**config.mk**
```make
export PLATFORM = sky130hd
export DESIGN_NAME = midi_note_parser
export DESIGN_NICKNAME = d
export VERILOG_FILES = /design/src/rtl/midi_parser_pkg.sv /design/src/rtl/midi_parser_ctrl.sv /design/src/rtl/midi_parser_dp.sv /design/src/rtl/midi_note_parser.sv
export SDC_FILE = /design/constraint.sdc
export NUM_CORES = 1
export LEC_CHECK = 0
export ABC_CLOCK_PERIOD_IN_PS = 1550
export BUFFER_PORTS_ARGS = -buffer_cell sky130_fd_sc_hd__buf_2
export CAP_MARGIN = 0
export CORE_AREA = 2 2 51 53
export CTS_CLUSTER_DIAMETER = 40
export DETAILED_ROUTE_END_ITERATION = 6
export DIE_AREA = 0 0 53 55
export GPL_ROUTABILITY_DRIVEN = 0
export HOLD_SLACK_MARGIN = 0.15
export PLACE_DENSITY = 0.68
export REMOVE_ABC_BUFFERS = 1
export SYNTH_ARGS = -nofsm -noshare
export SYNTH_HDL_FRONTEND = slang
export SYNTH_HIERARCHICAL = 1
export SYNTH_SLANG_ARGS = --single-unit
```
**constraint.sdc**
```tcl
create_clock -name clk -period 1.55 [get_ports clk]
set_input_delay 0 -clock clk [delete_from_list [all_inputs] [get_ports clk]]
set_output_delay 0 -clock clk [all_outputs]
set_load 0.03 [all_outputs]
```
**src/rtl/midi_parser_pkg.sv**
```systemverilog
package midi_parser_pkg;

  localparam int NUM_STATES = 4;

  // bit positions inside the one-hot state vector
  localparam int S_IDLE = 0;
  localparam int S_KEY  = 1;
  localparam int S_VEL  = 2;
  localparam int S_SKIP = 3;

  // strobes from control to datapath
  typedef struct packed {
    logic loadStatus; // latch the command type from the status byte
    logic loadKey;    // hold the key byte
    logic commit;     // velocity arrived: publish key/velocity and pulse
  } parseCtl_t;

endpackage

```
**src/rtl/midi_parser_ctrl.sv**
```systemverilog
module midi_parser_ctrl
  import midi_parser_pkg::*;
#(
  parameter int BYTE_W = 8
) (
  input  logic              clk,
  input  logic              rst,
  input  logic [BYTE_W-1:0] byteIn,
  input  logic              byteValid,
  output parseCtl_t         ctl
);

  localparam logic [NUM_STATES-1:0] ST_IDLE = NUM_STATES'(1 << S_IDLE);
  localparam logic [NUM_STATES-1:0] ST_KEY  = NUM_STATES'(1 << S_KEY);
  localparam logic [NUM_STATES-1:0] ST_VEL  = NUM_STATES'(1 << S_VEL);
  localparam logic [NUM_STATES-1:0] ST_SKIP = NUM_STATES'(1 << S_SKIP);

  logic [NUM_STATES-1:0] state, nextState;
  logic isStatus, isRealTime, isNote;

  assign isStatus   = byteIn[BYTE_W-1];
  assign isRealTime = (byteIn[BYTE_W-1 -: 5] == 5'b11111);
  assign isNote     = (byteIn[BYTE_W-1 -: 3] == 3'b100);

  always_comb begin
    nextState = state;
    ctl       = '0;
    if (byteValid && !isRealTime) begin
      if (isStatus) begin
        if (isNote) begin
          nextState      = ST_KEY;
          ctl.loadStatus = 1'b1;
        end else begin
          nextState = ST_SKIP;
        end
      end else if (state[S_KEY]) begin
        ctl.loadKey = 1'b1;
        nextState   = ST_VEL;
      end else if (state[S_VEL]) begin
        ctl.commit = 1'b1;
        nextState  = ST_KEY;
      end
    end
  end

  always_ff @(posedge clk) begin
    if (rst) state <= ST_IDLE;
    else     state <= nextState;
  end

  AST_STATE_ONEHOT: assert property (@(posedge clk) disable iff (rst)
    $countones(state) == 1);

  AST_REALTIME_FREEZE: assert property (@(posedge clk) disable iff (rst)
    (byteValid && byteIn >= BYTE_W'(8'hF8)) |=> $stable(state));

  AST_NO_VALID_NO_MOVE: assert property (@(posedge clk) disable iff (rst)
    !byteValid |=> $stable(state));

  AST_SKIP_NO_COMMIT: assert property (@(posedge clk) disable iff (rst)
    state[S_SKIP] |-> !ctl.commit);

endmodule

```
**src/rtl/midi_parser_dp.sv**
```systemverilog
module midi_parser_dp
  import midi_parser_pkg::*;
#(
  parameter int DATA_W = 7
) (
  input  logic              clk,
  input  logic              rst,
  input  logic [DATA_W-1:0] dataIn,
  input  parseCtl_t         ctl,
  output logic [DATA_W-1:0] keyOut,
  output logic [DATA_W-1:0] velOut,
  output logic              noteOnPulse,
  output logic              noteOffPulse
);

  // bit 4 of the status byte separates 0x9n (set) from 0x8n (clear)
  localparam int TYPE_BIT = 4;

  logic [DATA_W-1:0] keyHold;
  logic              cmdIsOn;
  logic              velNonZero;

  assign velNonZero = |dataIn;

  always_ff @(posedge clk) begin
    if (rst) begin
      keyHold      <= '0;
      cmdIsOn      <= 1'b0;
      keyOut       <= '0;
      velOut       <= '0;
      noteOnPulse  <= 1'b0;
      noteOffPulse <= 1'b0;
    end else begin
      noteOnPulse  <= 1'b0;
      noteOffPulse <= 1'b0;
      if (ctl.loadStatus) cmdIsOn <= dataIn[TYPE_BIT];
      if (ctl.loadKey)    keyHold <= dataIn;
      if (ctl.commit) begin
        keyOut <= keyHold;
        velOut <= dataIn;
        if (cmdIsOn && velNonZero) noteOnPulse  <= 1'b1;
        else                       noteOffPulse <= 1'b1;
      end
    end
  end

  AST_PULSE_EXCLUSIVE: assert property (@(posedge clk) disable iff (rst)
    !(noteOnPulse && noteOffPulse));

  AST_ON_SINGLE: assert property (@(posedge clk) disable iff (rst)
    noteOnPulse |=> !noteOnPulse);

  AST_OFF_SINGLE: assert property (@(posedge clk) disable iff (rst)
    noteOffPulse |=> !noteOffPulse);

  AST_ON_HAS_VELOCITY: assert property (@(posedge clk) disable iff (rst)
    noteOnPulse |-> velOut != '0);

  AST_COMMIT_PULSES: assert property (@(posedge clk) disable iff (rst)
    ctl.commit |=> (noteOnPulse || noteOffPulse));

  AST_HOLD_WITHOUT_COMMIT: assert property (@(posedge clk) disable iff (rst)
    !ctl.commit |=> ($stable(keyOut) && $stable(velOut)));

endmodule

```
**src/rtl/midi_note_parser.sv**
```systemverilog
module midi_note_parser
  import midi_parser_pkg::*;
#(
  parameter int BYTE_W = 8
) (
  input  logic              clk,
  input  logic              rst,
  input  logic [BYTE_W-1:0] byteIn,
  input  logic              byteValid,
  output logic              noteOnPulse,
  output logic              noteOffPulse,
  output logic [BYTE_W-2:0] keyOut,
  output logic [BYTE_W-2:0] velOut
);

  localparam int DATA_W = BYTE_W - 1;

  parseCtl_t ctl;

  midi_parser_ctrl #(.BYTE_W(BYTE_W)) u_ctrl (
    .clk       (clk),
    .rst       (rst),
    .byteIn    (byteIn),
    .byteValid (byteValid),
    .ctl       (ctl)
  );

  midi_parser_dp #(.DATA_W(DATA_W)) u_dp (
    .clk          (clk),
    .rst          (rst),
    .dataIn       (byteIn[DATA_W-1:0]),
    .ctl          (ctl),
    .keyOut       (keyOut),
    .velOut       (velOut),
    .noteOnPulse  (noteOnPulse),
    .noteOffPulse (noteOffPulse)
  );

endmodule

```
## After elaboration in Yosys (flattened, before gate mapping)

Index checks and enable logic that the tools add are counted.

- Logic and storage cells: 28
- Register bits: 26
- Input bits: 11

- Muxes and demuxes: 13
- Bitwise gates (word level): 1
- Eq/ne operators: 2
- Reduce and logical (&&, ||, !) cells: 5

Operator list:

| cell | number |
|---|---|
| 3-bit two-way mux | 3 |
| 1-bit two-way mux | 7 |
| 7-bit OR reduction | 1 |
| 2-bit two-way mux | 3 |
| 5-bit == test (second input constant) | 1 |
| 3-bit == test (second input constant) | 1 |
| 1-bit logical AND | 2 |
| 2-bit OR reduction | 1 |
| 1-bit zero test | 1 |
| 1-bit inverter | 1 |

## Longest topological paths before layout

Gate-level depths: netlist of run 1.

- Depth after elaboration: 6
- Mapped depth: 7
- Gate-level depth less buffers: 5

## Hierarchy

Netlist of run 1, hierarchy kept.

Modules (own cells, without submodules):

| module | instances | cells an instance | area each (um2) | seq. area each (um2) |
|---|---|---|---|---|
| midi_parser_dp | 1 | 78 | 844.6 | 480.5 |
| midi_parser_ctrl | 1 | 16 | 136.4 | 40.0 |

## Least setup slack after synthesis of run 1

Ideal clock, no wire load.

- Kind: reg-to-reg
- Start: register u_ctrl.state[1]
- End: register u_dp.keyOut[0]
- Cell stages (with the launch flop): 7
- Arrival time: 1.317 ns
- Path slack: 0.106 ns
- Clock period less this slack: 1.444 ns
- Cell sequence: dfxtp_1 > nor3b_1 > nor2b_1 > buf_2 > buf_2 > mux2i_1 > nor2_1

RTL lines:

| what | line | text |
|---|---|---|
| start, declared | midi_parser_ctrl.sv:18 | `logic [NUM_STATES-1:0] state, nextState;` |
| start signal, assigned | midi_parser_ctrl.sv:48 | `else state <= nextState;` |
| end signal, assigned | midi_parser_dp.sv:39 | `keyOut <= keyHold;` |
| end, declared | midi_parser_dp.sv:10 | `output logic [DATA_W-1:0] keyOut,` |

## Worst setup path in the final report of run 1

- Start: input byteIn[5]
- End: register u_ctrl.state[1]

- Longest elaborated chain between the ends: 3
- Elaborated cells on any way between the ends: 6
- Those cells by class: 2 x eq/ne; 2 x mux; 2 x reduce/logical

Ends and longest elaborated chain:

| what | line | text |
|---|---|---|
| start, declared | midi_note_parser.sv:8 | `input logic [BYTE_W-1:0] byteIn,` |
| 3-bit == test / 5-bit == test (equally long branches) | midi_parser_ctrl.sv:23, midi_parser_ctrl.sv:22 |  |
| 2-bit two-way mux / 1-bit zero test (equally long branches) | midi_parser_ctrl.sv:30, midi_parser_ctrl.sv:28 |  |
| 3-bit two-way mux / 1-bit logical AND (equally long branches) | midi_parser_ctrl.sv:29, midi_parser_ctrl.sv:28 |  |

Several ways; a longest one is shown, not always the timed one.
A chain may end at the register's enable or synchronous reset.

==> run metrics, run 1 <==
status finished, final reports clean; # setup viols final 0; IO Port Bufs 26; TNS Setup 0 ns; Post-DP HPWL 1430 microns; fillers 211; # diodes 0; Post-Syn Area 981 sq um; fin nets 146; Worst Clk Skew 0.00419 ns; all-layer global routing usage 15.6%; CTS clk-pin slew, worst paths 0.14 ns; Reg area 520 sq um; CTS tree built; Vias/cell 4.77; Critical Path RT 1.81 ns; Distinct cells, synth 19; total gr overflow 0; Synth area leaders dfxtp_1 53%, mux2i_1 23%, nor2_1 8.8%, nor2b_1 1.9%, o41ai_2 1.7%; CTS Buf Count 3; Post-Synthesis Cells 94; Pre-Repair DR Iteration Count 4; worst hold margin 0.462 ns; Hold Path Class register to register; final max-slew violation count 0; Peak Freq 680 MHz; initial antenna violation count 0; H-tree Lvls 1; relative slew slack 72.4%; Worst setup startpoint byteIn[5]; worst hold start u_dp/cmdIsOn$_SDFFE_PP0P_; Clock Sinks 26; max-cap violations 0; worst-path maximum fanout 5; dpl cell area 0.00116 sq mm; Arr. time, crit path 1.73 ns; fin area 0.00131 sq mm; WS Path Type input port to register; I/O pins 27; period utilisation layout 94.8%; largest net degree at the start of global routing 26; DR iter-0 viols 9; VDD IR max 0.682 mV; Post-DRT Antenna Nets 0; Layout area overhead 33.4%; Wirelength per Cell 12.5 microns; layout cells sized above 1 28.4%; top-area cell type share of the netlist area 53.1%; final hold viol count 0; startpoint types input port; worst slew pin tran 0.414 ns; global-route wire length before repair 3260 microns; Die ar. 0.00292 sq mm; sequential fraction of the synthesis area 53.1%; footprint of the multi-input gates 440 sq um; DR DRC count 0; Min Clock Period, post-route 1.47 ns; Row Count 18; Seq cells post-synth 26; via count 783; Worst-Skew Late Latency 0.31 ns; pwr/cell area 827 mW/mm^2; Chip Width 53 microns; total power draw 1.08 mW; crit path capture type register; total wire length 2040 microns; Avg Cell Area, Syn 10.4 sq um; Reg2Reg Launch Point u_ctrl/state[1]$_SDFFE_PP0P_; vias in the first global route 751; CTS Root Cell clkbuf_4; most frequent cells in the layout 26 x buf_2, 26 x dfxtp_1, 23 x mux2i_1, 23 x nor2_1, 11 x dlygate4sd3_1; maximum clock insertion buffer count 2; Synth warnings 6; unrepaired setup endpoints after global routing no; area leader, netlist dfxtp_1; Initial Util 41.5%; P_leak 0.539 nW; total core area 0.00236 sq mm; Die Y 55 microns
[cell usage after synthesis]
| cell | count |
|---|---|
| dfxtp_1 | 26 |
| mux2i_1 | 23 |
| nor2_1 | 23 |
| clkbuf_1 | 3 |
| nor2b_1 | 3 |
| buf_2 | 2 |
| nand2_1 | 2 |
| a22o_1 | 1 |
| and2_1 | 1 |
| and3b_1 | 1 |
| inv_1 | 1 |
| nand2b_1 | 1 |
| nand3_1 | 1 |
| nor3b_1 | 1 |
| nor3b_2 | 1 |
| o21ai_0 | 1 |
| o21ai_2 | 1 |
| o41ai_2 | 1 |
| or4_1 | 1 |
[critical path, stage by stage]
cell and delay (ns):
dlygate4sd3_1 0.53, buf_2 0.17, nand2_1 0.08, o21ai_2 0.18, dlygate4sd3_1 0.59, mux2i_1 0.18
[area by class of cell]
cell class | count | area share (%)
sequential | 26 | 39.8
multi-input combinational | 62 | 33.7
timing repair buffer | 41 | 20.7
tap | 30 | 2.87
clock buffer | 4 | 2.77
inverter | 1 | 0.287
[path summary, 6_finish.rpt]
path / cells after the start / end / slack (ns)
worst max-delay path: 6 / u_ctrl/state[1]$_SDFFE_PP0P_ / 0.08
worst max register to register: 5 / u_dp/keyOut[0]$_SDFFE_PP0P_ / 0.22
worst min-delay path: 2 / u_dp/noteOnPulse$_SDFF_PP0_ / 0.46
worst min register to register: 2 / u_dp/noteOnPulse$_SDFF_PP0_ / 0.46
[state kept, by name, summed over array words and instances, names as in the netlist]
register           cells
u_dp/keyHold           7
u_dp/keyOut            7
u_dp/velOut            7
u_ctrl/state           2
u_dp/cmdIsOn           1
u_dp/noteOffPulse      1
u_dp/noteOnPulse       1
[stage by stage]
stage               utilization (%)  instances  setup slack (ns)
floorplan                         -         89            -0.377
global placement               48.9        149             0.267
detailed placement             48.9        149             0.191
CTS                            55.1        164            0.0836
global route                   55.3        164            0.0257
finish                         55.3        164            0.0800
[repair_timing]
| action | 4_1_cts | 5_1_grt |
|---|---|---|
| endpoints found under the hold margin | 26 | 0 |
| hold buffers | 11 | 0 |
| endpoints found under the setup margin | 0 | 3 |
| setup buffers | 0 | 0 |
| gates resized for setup | 0 | 1 |
[layer usage]
layer,part of all wire [%],routed length [microns],track usage [%],vias to the layer above
met4,1.1,22,5.13,0
met5,0,0,0,-
met3,3.5,72,3.23,4
li1,-,-,-,394
met2,53,1080,28.7,19
met1,43,870,18.1,366
[cells by family after synthesis]
logic type / share of synthesized area, %
AOI/OAI and AO/OA: 3.95
buffers and inverters: 2.55
muxes: 23.5
DFF: 53.1
and+or+nand+nor: 17.0
[where the power goes]
group	leakage [nW]	switching [mW]	total, mW	internal, mW
logic	0.309	0.0366	0.0744	0.0377
clock network	0.0210	0.191	0.335	0.144
registers	0.209	0.00166	0.673	0.671
total	0.539	0.230	1.08	0.852
Power figures use the tool's default switching activity.
==> inputs of run 2 (changes only) <==
Settings changed: RECOVER_POWER from default to 25.
==> run 2 against run 1 <==
  * Critical path depth unchanged
  * Clock power about the same
  * Maximum frequency decreased by 0.68%
  * Core utilization decreased by 0.53 points
  * Final area decreased by 0.96%
  * Clock skew increased by 0.00096 ns
  * Critical endpoint unchanged
  * Global-route usage unchanged
  * Register-to-register slack about the same
  * Routed wire length decreased by 0.20%
==> run metrics, run 2 (same netlist as run 1, synthesis figures left out) <==
largest net degree at the start of global routing 26; worst slew pin tran 0.411 ns; worst-path maximum fanout 5; Peak Freq 676 MHz; total core area 0.00236 sq mm; DR iter-0 viols 9; Post-DRT Antenna Nets 0; status finished, final reports clean; total wire length 2040 microns; Layout area overhead 32.1%; pre-CTS WS 0.191 ns; max-cap violations 0; Row Count 18; Worst-Skew Late Latency 0.31 ns; unrepaired setup endpoints after global routing no; Post-DP HPWL 1430 microns; most frequent cells in the layout 26 x dfxtp_1, 23 x mux2i_1, 23 x nor2_1, 16 x buf_2, 11 x dlygate4sd3_1; H-tree Lvls 1; TNS Setup 0 ns; Chip Width 53 microns; Worst Clk Skew 0.00515 ns; total setup buffers inserted after CTS 0; # diodes 0; Vias/cell 4.73; Die ar. 0.00292 sq mm; vias in the first global route 751; CTS clk-pin slew, worst paths 0.13 ns; final worst-path setup slack 0.0699 ns; Pre-Repair DR Iteration Count 4; Wirelength per Cell 12.4 microns; all-layer global routing usage 15.6%; Initial Util 41.5%; Die Y 55 microns; initial antenna violation count 0; I/O pins 27; final hold viol count 0; via count 775; Regs by FF count u_dp/keyHold (7), u_dp/keyOut (7), u_dp/velOut (7); Clock Sinks 26; crit path capture type register; startpoint types input port; relative slew slack 72.6%; # setup viols final 0; CTS tree built; Critical Path RT 1.81 ns; period utilisation layout 95.5%; layout cells sized above 1 20.9%; CTS Buf Count 3; Arr. time, crit path 1.74 ns; global-route wire length before repair 3260 microns; maximum clock insertion buffer count 2; Min Clock Period, post-route 1.48 ns; fillers 217; commonest non-fill, non-tap cell in the layout dfxtp_1; CTS Root Cell clkbuf_4; fin nets 146; WS Path Type input port to register; VDD IR max 0.679 mV; IO Port Bufs 26; P_leak 0.495 nW; pwr/cell area 833 mW/mm^2; DR DRC count 0; total gr overflow 0; final max-slew violation count 0; Non-Filler Instances 164; Hold Path Class register to register; cell total after placement 149
[run 2: changes by cell type in the layout (fill, tap and decap cells not counted)]
cell and delta:
clkbuf_1 +10, buf_2 -10
[run 2: per-layer routing]
layer | up-vias | track usage, % | routed length [microns]
met2 | 17 | 28.7 | 1070
met3 | 4 | 3.23 | 65
met1 | 360 | 18.1 | 877
met5 | - | 0 | 0
li1 | 394 | - | -
met4 | 0 | 5.13 | 22
[run 2: per-stage QoR]
step | utilization (%) | power, mW | area (sq um) | hold WS (ns)
after floorplan | - | 0.703 | 960 | 0.0724
after global placement | 48.9 | 0.738 | 1160 | 0.272
after detailed placement | 48.9 | 0.739 | 1160 | 0.290
after CTS | 55.1 | 1.09 | 1300 | 0.464
after global routing | 54.8 | 1.12 | 1300 | 0.483
final | 54.8 | 1.08 | 1300 | 0.464
[run 2: final timing paths]
path,startpoint,end,slack [ns],cells past startpoint
min reg2reg,u_dp/cmdIsOn$_SDFFE_PP0P_,u_dp/noteOnPulse$_SDFF_PP0_,0.46,2
max reg2reg,u_ctrl/state[1]$_SDFFE_PP0P_,u_dp/keyOut[0]$_SDFFE_PP0P_,0.22,5
min,u_dp/cmdIsOn$_SDFFE_PP0P_,u_dp/noteOnPulse$_SDFF_PP0_,0.46,2
max,byteIn[5],u_ctrl/state[1]$_SDFFE_PP0P_,0.07,6
[run 2: cell type report]
cell class                 instances  area (sq um)  share of cell area (%)
sequential                        26           520                    40.2
multi-input combinational         62           440                    34.0
timing repair buffer              41           258                    19.9
tap                               30          37.5                    2.90
clock buffer                       4          36.3                    2.80
inverter                           1          3.75                   0.290
[run 2: critical path: stages]
cell	delay, ns
dlygate4sd3_1	0.53
buf_2	0.17
nand2_1	0.08
o21ai_2	0.18
dlygate4sd3_1	0.60
mux2i_1	0.19
[run 2: power breakdown]
| group | leakage (nW) | internal [mW] | total, mW | switching [mW] |
|---|---|---|---|---|
| Sequential | 0.209 | 0.671 | 0.673 | 0.00169 |
| Clock | 0.0210 | 0.144 | 0.333 | 0.189 |
| Combinational | 0.265 | 0.0377 | 0.0745 | 0.0368 |
| Total | 0.495 | 0.852 | 1.08 | 0.228 |
[run 2: what timing repair did]
action,CTS,global route
endpoints found under the setup margin,0,3
hold buffers,11,0
hold endpoints to repair,26,0
resized for setup,0,1
==> inputs of run 3 (changes only) <==
Settings changed: ABC_CLOCK_PERIOD_IN_PS 1550 to default, CORE_AREA 2 2 51 53 to 2 2 53 50, DIE_AREA 0 0 53 55 to 0 0 55 52, PLACE_DENSITY 0.68 to 0.7.
==> run 3 against run 2 <==
  * Global-route usage up 1.5 points
  * Sequential power hardly changed
  * Clock skew up 0.0036 ns
  * Largest cell class unchanged
  * Count of clock-buffer cells in the layout fell by 1
  * Via count is 0.77% higher
  * First-iteration DRC count is 56% lower
  * Final area up 1.4%
  * Core utilization grew 1.4 points
  * Non-clock buffer count unchanged
  * Maximum frequency up 2.6%
  * Setup slack improved by 0.038 ns
==> run metrics, run 3 (same netlist as run 1, synthesis figures left out) <==
FF-to-FF path depth 5; commonest non-fill, non-tap cell in the layout dfxtp_1; hold depth 2; total wire length 2060 microns; global-route wire length before repair 3460 microns; P_leak 0.512 nW; final max-slew violation count 0; most frequent cells in the layout 26 x dfxtp_1, 23 x mux2i_1, 23 x nor2_1, 15 x buf_2; Non-Filler Instances 162; switching pwr 231 uW; Clk network pwr share 37.7%; worst-path maximum fanout 3; all-layer global routing usage 17.1%; Regs by FF count u_dp/keyHold (7), u_dp/keyOut (7), u_dp/velOut (7); WP buf/inv 2; total setup buffers inserted after CTS 0; Slowest-stage cell, CP or4_1; met3 usage 3.74%; gr busiest metal met2; maximum clock insertion buffer count 2; # diodes 0; Arr. time, crit path 1.70 ns; final hold viol count 0; H-tree Lvls 1; Post-DRT Antenna Nets 0; crit path capture type register; total gr overflow 0; relative slew slack 71.7%; Clock Sinks 26; Reg power frac 56.0%; Comb pwr share 6.3%; Worst-Skew Late Latency 0.31 ns; max-cap violations 0; pwr/cell area 914 mW/mm^2; period utilisation layout 93.0%; via count 781; Post-DP HPWL 1380 microns; DR DRC count 0; cell total after placement 147; Critical Path RT 1.81 ns; VDD IR max 0.587 mV; Peak Freq 693 MHz; Row Count 17; WS Path Type input port to register; critical path depth 5; global routing usage on met1 21.3%; total core area 0.00234 sq mm; Chip Width 55 microns; # setup viols final 0; fin nets 146; Die ar. 0.00286 sq mm; largest net degree at the start of global routing 26; layout cells sized above 1 20.9%; vias in the first global route 795; worst hold margin 0.475 ns; Die Y 52 microns; IO Port Bufs 26; CTS clk-pin slew, worst paths 0.14 ns; internal power 971 uW; sw frac 19.2%; met2 Track Usage GR 27.6%; Hold Path Class register to register; CTS tree built; worst slew pin tran 0.425 ns; Min Clock Period, post-route 1.44 ns; Initial Util 41.9%; initial antenna violation count 0; Crit path max-delay family simple AND/OR/NAND/NOR gates; Wirelength per Cell 12.7 microns; CP max stage delay 0.55 ns; startpoint types input port; status finished, final reports clean; DR iter-0 viols 4; I/O pins 27; Worst Clk Skew 0.00876 ns; CTS Root Cell clkbuf_4; unrepaired setup endpoints after global routing no; CP Cell Sequence dlygate4sd3_1 > buf_2 > or4_1 > o41ai_2 > nor2b_1; Vias/cell 4.82; Pre-Repair DR Iteration Count 4; Layout area overhead 34.1%; CTS Buf Count 3
run 3: cell types whose count changed in the layout (fill, tap and decap cells not counted):
cell,previous run,this run
buf_2,16,15
bufinv_16,0,1
clkbuf_4,3,4
clkbuf_8,1,0
dlygate4sd3_1,11,10
dlymetal6s4s_1,0,1
run 3: layout make-up:
| cell class | count | area (sq um) |
|---|---|---|
| Clock buffer | 3 | 22.5 |
| Clock inverter | 1 | 30.0 |
| Fill cell | 214 | 1020 |
| Inverter | 1 | 3.75 |
| Multi-Input combinational cell | 62 | 440 |
| Sequential cell | 26 | 520 |
| Tap cell | 28 | 35.0 |
| Timing Repair Buffer | 41 | 263 |
run 3: worst paths after layout:
| check | endpoint | slack, ns | from |
|---|---|---|---|
| max reg2reg | u_dp/keyOut[6]$_SDFFE_PP0P_ | 0.16 | u_ctrl/state[1]$_SDFFE_PP0P_ |
| max | u_dp/noteOffPulse$_SDFF_PP0_ | 0.11 | byteIn[1] |
| min | u_dp/noteOnPulse$_SDFF_PP0_ | 0.47 | u_dp/cmdIsOn$_SDFFE_PP0P_ |
| min reg2reg | u_dp/noteOnPulse$_SDFF_PP0_ | 0.47 | u_dp/cmdIsOn$_SDFFE_PP0P_ |
run 3: per-stage QoR:
stage | worst slack, ns | area [sq um] | TNS, ns | utilization [%] | power (mW)
floorplan | -0.377 | 960 | -5.87 | - | 0.703
detailed placement | 0.185 | 1150 | 0 | 49.4 | 0.739
CTS | 0.0779 | 1320 | 0 | 56.3 | 1.21
finish | 0.108 | 1320 | 0 | 56.2 | 1.20
global placement | 0.247 | 1150 | 0 | 49.4 | 0.738
global route | 0.0584 | 1320 | 0 | 56.2 | 1.25
run 3: tightest hold or removal path: cells and delay by family, from the launching register on:
kind	cells	cell delay (ns)
AND/OR/NAND/NOR	1	0.04
AO/OA/AOI/OAI	1	0.07
flip-flops	1	0.35
run 3: per-layer routing:
metal | vias to the layer above | wire [microns]
li1 | 395 | -
met1 | 365 | 964
met2 | 17 | 993
met5 | - | 0
met4 | 0 | 31
met3 | 4 | 69
run 3: power by group through the flow:
stage                     sequential, mW  clock [mW]  combinational (mW)
after floorplan                    0.687           0              0.0158
after global placement             0.687           0              0.0504
after detailed placement           0.687           0              0.0517
after CTS                          0.673       0.465              0.0736
after global routing               0.674       0.494              0.0832
final                              0.673       0.453              0.0758
run 3: repair_timing:
| item | in CTS | in global routing |
|---|---|---|
| gates resized for setup | 0 | 3 |
| hold buffers | 11 | 0 |
| setup endpoints to repair | 0 | 6 |
| endpoints found under the hold margin | 26 | 0 |
